===== src/rtl/adcbuf_pkg.sv =====
package adcbuf_pkg;

    // Per-cycle outcome of the storage array, decided from push/pop requests
    typedef struct packed {
        logic push_ok;     // sample written
        logic push_drop;   // sample lost on full storage
        logic pop_ok;      // word removed
        logic pop_empty;   // read met an empty store
    } fifo_evt_t;

    typedef enum logic [0:0] {
        REQ_IDLE   = 1'b0,
        REQ_ACTIVE = 1'b1
    } req_state_t;

    function automatic bit is_pow2(input int v);
        return (v > 0) && ((v & (v - 1)) == 0);
    endfunction

endpackage


===== src/rtl/strobe_sync.sv =====
module strobe_sync #(
    parameter int STAGES = 2
) (
    input  logic clk,
    input  logic rst,
    input  logic ce_n,
    input  logic rd_n,
    output logic done
);
    // Index STAGES-1 is the last synchronizer flop; index STAGES is an edge register
    logic [STAGES:0] rd_q;
    logic [STAGES:0] ce_q;

    always_ff @(posedge clk) begin
        if (rst) begin
            rd_q <= '1;
            ce_q <= '1;
        end else begin
            rd_q <= {rd_q[STAGES-1:0], rd_n};
            ce_q <= {ce_q[STAGES-1:0], ce_n};
        end
    end

    // Release of an enabled strobe
    assign done = rd_q[STAGES-1] & ~rd_q[STAGES] & ~ce_q[STAGES];
endmodule


===== src/rtl/sample_fifo.sv =====
module sample_fifo
    import adcbuf_pkg::*;
#(
    parameter int DATA_W = 12,
    parameter int DEPTH  = 32,
    localparam int AW    = $clog2(DEPTH),
    localparam int LW    = $clog2(DEPTH + 1)
) (
    input  logic              clk,
    input  logic              rst,
    input  logic              push,
    input  logic [DATA_W-1:0] wdata,
    input  logic              pop,
    output logic [DATA_W-1:0] rdata,
    output logic [LW-1:0]     level,
    output fifo_evt_t         evt
);
    localparam logic [LW-1:0] FULL_LVL = LW'(DEPTH);
    localparam logic [AW-1:0] LAST_IDX = AW'(DEPTH - 1);

    logic [DATA_W-1:0] mem [DEPTH];
    logic [AW-1:0]     wp, rp;
    logic [DATA_W-1:0] hold;
    logic              empty;

    assign empty = (level == '0);

    always_comb begin
        evt.pop_ok    = pop & ~empty;
        evt.pop_empty = pop & empty;
        evt.push_ok   = push & ((level != FULL_LVL) | evt.pop_ok);
        evt.push_drop = push & ~evt.push_ok;
    end

    always_ff @(posedge clk) begin
        if (evt.push_ok) mem[wp] <= wdata;
    end

    always_ff @(posedge clk) begin
        if (rst) begin
            wp    <= '0;
            rp    <= '0;
            level <= '0;
            hold  <= '0;
        end else begin
            if (evt.push_ok) wp <= (wp == LAST_IDX) ? '0 : wp + 1'b1;
            if (evt.pop_ok) begin
                rp   <= (rp == LAST_IDX) ? '0 : rp + 1'b1;
                hold <= mem[rp];
            end
            level <= level + LW'(evt.push_ok) - LW'(evt.pop_ok);
        end
    end

    assign rdata = empty ? hold : mem[rp];
endmodule


===== src/rtl/dma_req_ctrl.sv =====
module dma_req_ctrl
    import adcbuf_pkg::*;
#(
    parameter int BLOCK = 16,
    parameter int LW    = 6,
    localparam int CW   = $clog2(BLOCK)
) (
    input  logic          clk,
    input  logic          rst,
    input  logic [LW-1:0] level,
    input  logic          pop_ok,
    output logic          req
);
    localparam logic [LW-1:0] BLK_LVL  = LW'(BLOCK);
    localparam logic [CW-1:0] LAST_CNT = CW'(BLOCK - 1);

    req_state_t    state;
    logic [CW-1:0] rd_cnt;

    always_ff @(posedge clk) begin
        if (rst) begin
            state  <= REQ_IDLE;
            rd_cnt <= '0;
        end else begin
            unique case (state)
                REQ_IDLE: begin
                    rd_cnt <= '0;
                    if (level >= BLK_LVL) state <= REQ_ACTIVE;
                end
                REQ_ACTIVE: begin
                    if (pop_ok) begin
                        if (rd_cnt == LAST_CNT) begin
                            state  <= REQ_IDLE;
                            rd_cnt <= '0;
                        end else begin
                            rd_cnt <= rd_cnt + 1'b1;
                        end
                    end
                end
                default: state <= REQ_IDLE;
            endcase
        end
    end

    assign req = (state == REQ_ACTIVE);
endmodule


===== src/rtl/adc_block_buffer.sv =====
module adc_block_buffer
    import adcbuf_pkg::*;
#(
    parameter int DATA_W      = 12,
    parameter int BLOCK_WORDS = 16,
    parameter int FIFO_DEPTH  = 2 * BLOCK_WORDS,
    parameter int SYNC_STAGES = 2,
    localparam int LVL_W      = $clog2(FIFO_DEPTH + 1)
) (
    input  logic              clk,
    input  logic              rst,
    input  logic              conv_tick,
    input  logic [DATA_W-1:0] adc_data,
    input  logic              host_ce_n,
    input  logic              host_rd_n,
    input  logic              flag_clr,
    output logic [DATA_W-1:0] host_dout,
    output logic [LVL_W-1:0]  fill_level,
    output logic              dma_req,
    output logic              ovf_flag,
    output logic              unf_flag
);
    // Block size must be a power of two in 8..256; storage at least two blocks
    localparam bit CFG_OK = is_pow2(BLOCK_WORDS) && (BLOCK_WORDS >= 8) &&
                            (BLOCK_WORDS <= 256) && (FIFO_DEPTH >= 2 * BLOCK_WORDS);

    logic      pop_strobe;
    fifo_evt_t evt;

    generate
        if (!CFG_OK) begin : g_bad_cfg
            $error("adc_block_buffer: illegal block size or depth");
        end
    endgenerate

    strobe_sync #(.STAGES(SYNC_STAGES)) u_sync (
        .clk  (clk),
        .rst  (rst),
        .ce_n (host_ce_n),
        .rd_n (host_rd_n),
        .done (pop_strobe)
    );

    sample_fifo #(.DATA_W(DATA_W), .DEPTH(FIFO_DEPTH)) u_fifo (
        .clk   (clk),
        .rst   (rst),
        .push  (conv_tick),
        .wdata (adc_data),
        .pop   (pop_strobe),
        .rdata (host_dout),
        .level (fill_level),
        .evt   (evt)
    );

    dma_req_ctrl #(.BLOCK(BLOCK_WORDS), .LW(LVL_W)) u_req (
        .clk    (clk),
        .rst    (rst),
        .level  (fill_level),
        .pop_ok (evt.pop_ok),
        .req    (dma_req)
    );

    always_ff @(posedge clk) begin
        if (rst) begin
            ovf_flag <= 1'b0;
            unf_flag <= 1'b0;
        end else begin
            ovf_flag <= evt.push_drop | (ovf_flag & ~flag_clr);
            unf_flag <= evt.pop_empty | (unf_flag & ~flag_clr);
        end
    end
endmodule


===== config.mk =====
export PLATFORM = sky130hd
export DESIGN_NAME = adc_block_buffer
export DESIGN_NICKNAME = d
export VERILOG_FILES = /design/src/rtl/adcbuf_pkg.sv /design/src/rtl/strobe_sync.sv /design/src/rtl/sample_fifo.sv /design/src/rtl/dma_req_ctrl.sv /design/src/rtl/adc_block_buffer.sv
export SDC_FILE = /design/constraint.sdc
export NUM_CORES = 1
export LEC_CHECK = 0
export ABC_AREA = 1
export CORE_AREA = 8 8 188 190
export DETAILED_ROUTE_END_ITERATION = 8
export DIE_AREA = 0 0 196 198
export DONT_BUFFER_PORTS = 1
export HOLD_SLACK_MARGIN = 0.1
export PLACE_DENSITY = 0.7
export SLEW_MARGIN = 20
export SYNTH_ARGS = -nofsm -noshare
export SYNTH_HDL_FRONTEND = slang
export SYNTH_SLANG_ARGS = --single-unit

===== constraint.sdc =====
create_clock -name clk -period 7.7 [get_ports clk]
set_input_delay 1.925 -clock clk [delete_from_list [all_inputs] [get_ports clk]]
set_output_delay 1.925 -clock clk [all_outputs]
set_load 0.03 [all_outputs]

# After elaboration in Yosys (flattened, before gate mapping)
# Memories as Yosys holds them, arrays and structs flattened. A register that Yosys moved wholly into a read port is not among the register bits.
# Index checks and enable logic that the tools add are counted.
[totals]
reg_bits = 41
ramBits = 384
output_inout_bits = 21
elab_cells = 54
n_memories = 1
[op_classes]
add_sub_neg = 5
magnitude_cmp = 1
n_eq_ne = 5
mux = 14
bitwise = 17
n_reduce_logical = 1
[memory_table]
columns = ["name", "depth", "word_bits", "rd", "rd_ports_with_merged_regs", "write_ports", "line", "rtl"]
rows = [
  ["u_fifo.mem", 32, 12, 1, 1, 1, "sample_fifo.sv:21", "logic [DATA_W-1:0] mem [DEPTH];"],
]
[ops]
columns = ["operator", "n"]
rows = [
  ["$mux 5", 4],
  ["$mux 12", 1],
  ["$add 5x1->5 const B", 2],
  ["$eq 5x5->1 const B", 2],
  ["$and 1x1->1", 8],
  ["$mux 4", 2],
  ["$pmux 4 s2", 1],
  ["$add 6x1->6", 1],
  ["$ge 6x5->1 const B", 1],
  ["$logic_not 6->1", 1],
  ["$ne 6x6->1 const B", 1],
  ["$not 1->1", 6],
  ["$sub 6x1->6", 1],
  ["$mux 1", 5],
  ["$add 4x1->4 const B", 1],
  ["$eq 4x4->1 const B", 1],
  ["$or 1x1->1", 3],
  ["$ne 2x1->1 const B", 1],
  ["$pmux 1 s2", 1],
]

# Longest topological paths before layout
[depth]
ltp_word = 9
mapped_depth = 17
mapped_depth_nobuf = 16

# By module
# From an unflattened synthesis, not the netlist that was laid out.
[hier_totals]
cells_unflattened = 1577
hier_area_um2 = 17605.6
[by_module_without_submodules]
columns = ["mod", "instances", "cells_per_inst", "area_per_inst_um2", "seq_area_each_um2"]
rows = [
  ["sample_fifo", 1, 1519, 17120.2, 12191.7],
  ["dma_req_ctrl", 1, 34, 247.7, 100.1],
  ["strobe_sync", 1, 15, 168.9, 120.1],
  ["adc_block_buffer", 1, 9, 68.8, 40.0],
]

# Least setup slack after synthesis
# Ideal clock, no wire load.
[synth_path]
path_type = "reg-to-output"
start = "reg u_fifo.level[4]"
end = "out host_dout[10]"
arrival_time_ns = 1.715
setup_slack_ns = 4.060
path_stages_with_launch = 7
cell_sequence = "dfxtp_1 -> inv_1 -> ha_1 -> nand3_1 -> inv_1 -> clkbuf_1 -> o21ai_1"
[synth_via]
elab_chain_cells = 2
[synth_lines]
columns = ["element", "line", "rtl"]
rows = [
  ["start: declaration", "sample_fifo.sv:15", "output logic [LW-1:0] level,"],
  ["start signal: assignment", "sample_fifo.sv:51", "level <= level + LW'(evt.push_ok) - LW'(evt.pop_ok);"],
  ["$logic_not 6->1", "sample_fifo.sv:26", "assign empty = (level == '0);"],
  ["$mux 12", "sample_fifo.sv:55", "assign rdata = empty ? hold : mem[rp];"],
  ["end: declaration", "adc_block_buffer.sv:17", "output logic [DATA_W-1:0] host_dout,"],
]
# No other way between the ends.

==> metrics.md <==
| Metric | Value |
|---|---|
| Clock Power Share | 39.7% |
| Fmax | 183 MHz |
| Slew Viols, Final | 0 |
| Switching power | 0.00118 W |
| Ys Warns | 0 |
| HPWL Detailed | 24.5 mm |
| Post-route cell area | 19100 um^2 |
| Max_slew headroom | 24.7% |
| Fin crit share | 71.0% |
| WP data arrival | 3540 ps |
| Post-Syn Area per Cell | 11.2 um^2 |
| Post-CTS Hold Buffers | 0 |
| Synth cell types | 30 |
| Clock Latency Late Sink | 540 ps |
| DR pass1 iterations | 6 |
| Post-synth EDFFs | 384 |
| DR iter-0 viols | 1470 |
| Post-DP Area | 17800 um^2 |
| CP max FO | 110 |
| Number of CTS-inserted buffers | 43 |
| HP Class | register to register |
| Startpoint types | register |
| CTS Buffer Depth | 3 |
| Crit. End Element | output pin |
| Hold violation total from the final report | 0 |
| Sink Count | 430 |
| Drt drc | 0 |
| Worst Max-Slew Pin Slew | 1120 ps |
| I/O pin total | 39 |
| Aggregate global-route resource usage | 21.5% |
| Syn-to-layout area delta | 8.96% |
| Die width | 196 um |
| Final wirelength | 42.4 mm |
| Layout Nets | 1578 |
| Post-Syn Instances | 1571 |
| Global-route wire length before repair | 64.6 mm |
| RSZ-0062 raised after global routing | no |
| Final Util | 59.5% |
| R2r setup slk | 4530 ps |
| Initial Util | 54.6% |
| Net Sw Frac | 23.7% |
| Vias in the first global route | 11099 |
| H-tree level count | 2 |
| Post-DRT Antenna Nets | 0 |
| Synthesized Nets | 1606 |
| Initial antenna violation count | 0 |
| Total number of vias | 11602 |
| Layout cells sized above 1 | 7.11% |
| Pin count of the biggest net entering global routing | 146 |
| CP required | 5780 ps |
| Post_cts resized | 0 |
| Sequential share of power | 53.1% |
| Yosys reg bits | 430 |
| Logic pwr share | 7.3% |
| Sequential-to-total area share from yosys stat | 70.9% |
| Leakage Power | 6.82 nW |
| Clock skew | 14.2 ps |
| I/O Buffers | 0 |
| Diode count | 0 |
| Final Setup Violations | 0 |
| Final Non-Filler Cells | 1983 |
| Clock slew at reported path FFs | 60 ps |
| Area of the die | 38800 um^2 |
| Placed Instances | 1906 |
| Internal Power | 0.00381 W |
| FFs w/ async S/R, synth | 0% |
| DR WL/cell | 21.4 um |
| Core area | 32200 um^2 |
| Ys flop type | edfxtp_1 |
| Max cap viols | 0 |
| Setup tns final | 0 ps |
| Grt total ovfl | 0 |
| Synthesized cell area | 17600 um^2 |
| Gpl congestion | 0.838 |
| Std-Cell Rows | 66 |
| Vias/cell | 5.85 |
| Setup Fix Bufs, Post-CTS | 0 |
| Maximum VDD drop | 236 uV |
| Status | finished, final reports clean |
| Worst setup path class | register to output pin |
| Final worst path period need | 5470 ps |
| CTS root buffer | clkbuf_16 |
| P per Cell Area | 261 nW/um^2 |
| CTS tree | built |
| WHS | 408 ps |
| Die H | 198 um |
[critical path: stages, from the launching register on]
cell and delay, ps:
dfxtp_4 500, inv_6 650, buf_12 410, nand2_1 90, nand3_1 80, nand3_1 130
nand2_1 100, nand2_1 60, nand3_1 120, nand2_1 140, o21ai_1 570
[kinds of logic after synthesis]
family | synth area share [%]
adders and majority gates | 1.25
buffers and inverters | 3.35
AOI/OAI and AO/OA | 1.92
xor gates and xnor gates | 0.0997
and+or+nand+nor | 22.5
DFF | 70.9
[Yosys cell counts, types with 4 or more instances]
cell        n  area share, %
edfxtp_1  384             66
buf_4      14           0.60
o21ai_1    12           0.34
dfxtp_1    46            5.2
nand2_1   527             11
nor3_1      4           0.11
clkbuf_1   17           0.36
nand3_1   327            9.3
a21oi_1    28           0.80
inv_1      34           0.73
nand2_2     5           0.18
ha_1       16            1.1
o21ai_0    24           0.68
nor2_1     54            1.2
or2_2       7           0.25
buf_1       9           0.19
buf_2      47            1.3
[routing by layer]
metal,part of all wire [%],track usage (%)
met1,41,28.1
met2,49,36.0
met3,6.9,2.99
met4,4.0,8.84
met5,0,0
[flip-flops by register name (all words and copies together) (netlist names), 3 cells and up, named ones only]
register,flops
u_fifo.wp,5
u_sync.ce_q,3
u_sync.rd_q,3
u_fifo.level,6
u_fifo.rp,5
u_fifo.mem,384
u_fifo.hold,12
u_req.rd_cnt,4
[final timing paths]
path | startpoint | end | cells past startpoint
max | register | host_dout[6] | 10
max reg2reg | u_fifo.level[3]$_SDFF_PP0_ | u_fifo.mem[14][11]$_DFFE_PP_ | 9
min | u_sync.rd_q[0]$_SDFF_PP1_ | u_sync.rd_q[1]$_SDFF_PP1_ | 1
min reg2reg | u_sync.rd_q[0]$_SDFF_PP1_ | u_sync.rd_q[1]$_SDFF_PP1_ | 1
[per-stage QoR]
| stage | setup slack (ps) | total power (W) |
|---|---|---|
| after detailed placement | 2830 | 0.00306 |
| after global placement | 2840 | 0.00304 |
| final | 2230 | 0.00499 |
| after global routing | 2030 | 0.00513 |
| after CTS | 2260 | 0.00500 |
| after floorplan | 4060 | 0.00296 |
[power by group through the flow]
stage               clock network [W]  registers (W)  logic (W)
floorplan                           0        0.00269   0.000268
global placement                    0        0.00270   0.000346
detailed placement                  0        0.00270   0.000359
CTS                           0.00199        0.00265   0.000361
global route                  0.00208        0.00265   0.000400
finish                        0.00198        0.00265   0.000363
[cell usage in the layout, fill, tap and decap left out, types with 2 or more instances in the layout]
cell type | synthesis | layout
a21oi_1 | 28 | 28
buf_12 | 0 | 2
buf_4 | 14 | 13
bufinv_16 | 0 | 3
clkbuf_1 | 17 | 14
clkbuf_16 | 0 | 43
clkinv_1 | 1 | 11
clkinv_2 | 0 | 6
dfxtp_1 | 46 | 43
dfxtp_4 | 0 | 2
edfxtp_1 | 384 | 384
ha_1 | 16 | 16
inv_1 | 34 | 34
inv_6 | 0 | 2
nand2_1 | 527 | 527
nand2_2 | 5 | 5
nand3_1 | 327 | 327
nand4_1 | 2 | 2
nor2_1 | 54 | 30
nor2_2 | 0 | 24
nor3_1 | 4 | 4
o21ai_0 | 24 | 24
o21ai_1 | 12 | 12
or2_2 | 7 | 7
xor2_1 | 2 | 2
[cell type report]
class	count	area, um^2
clock inverter	20	166
fill	2550	13100
sequential	430	12500
multi-input combinational	1015	4590
tap	408	510
inverter	38	150
timing repair buffer	15	138
clock buffer	57	1130
No activity file was read; power rests on OpenSTA's default activity.
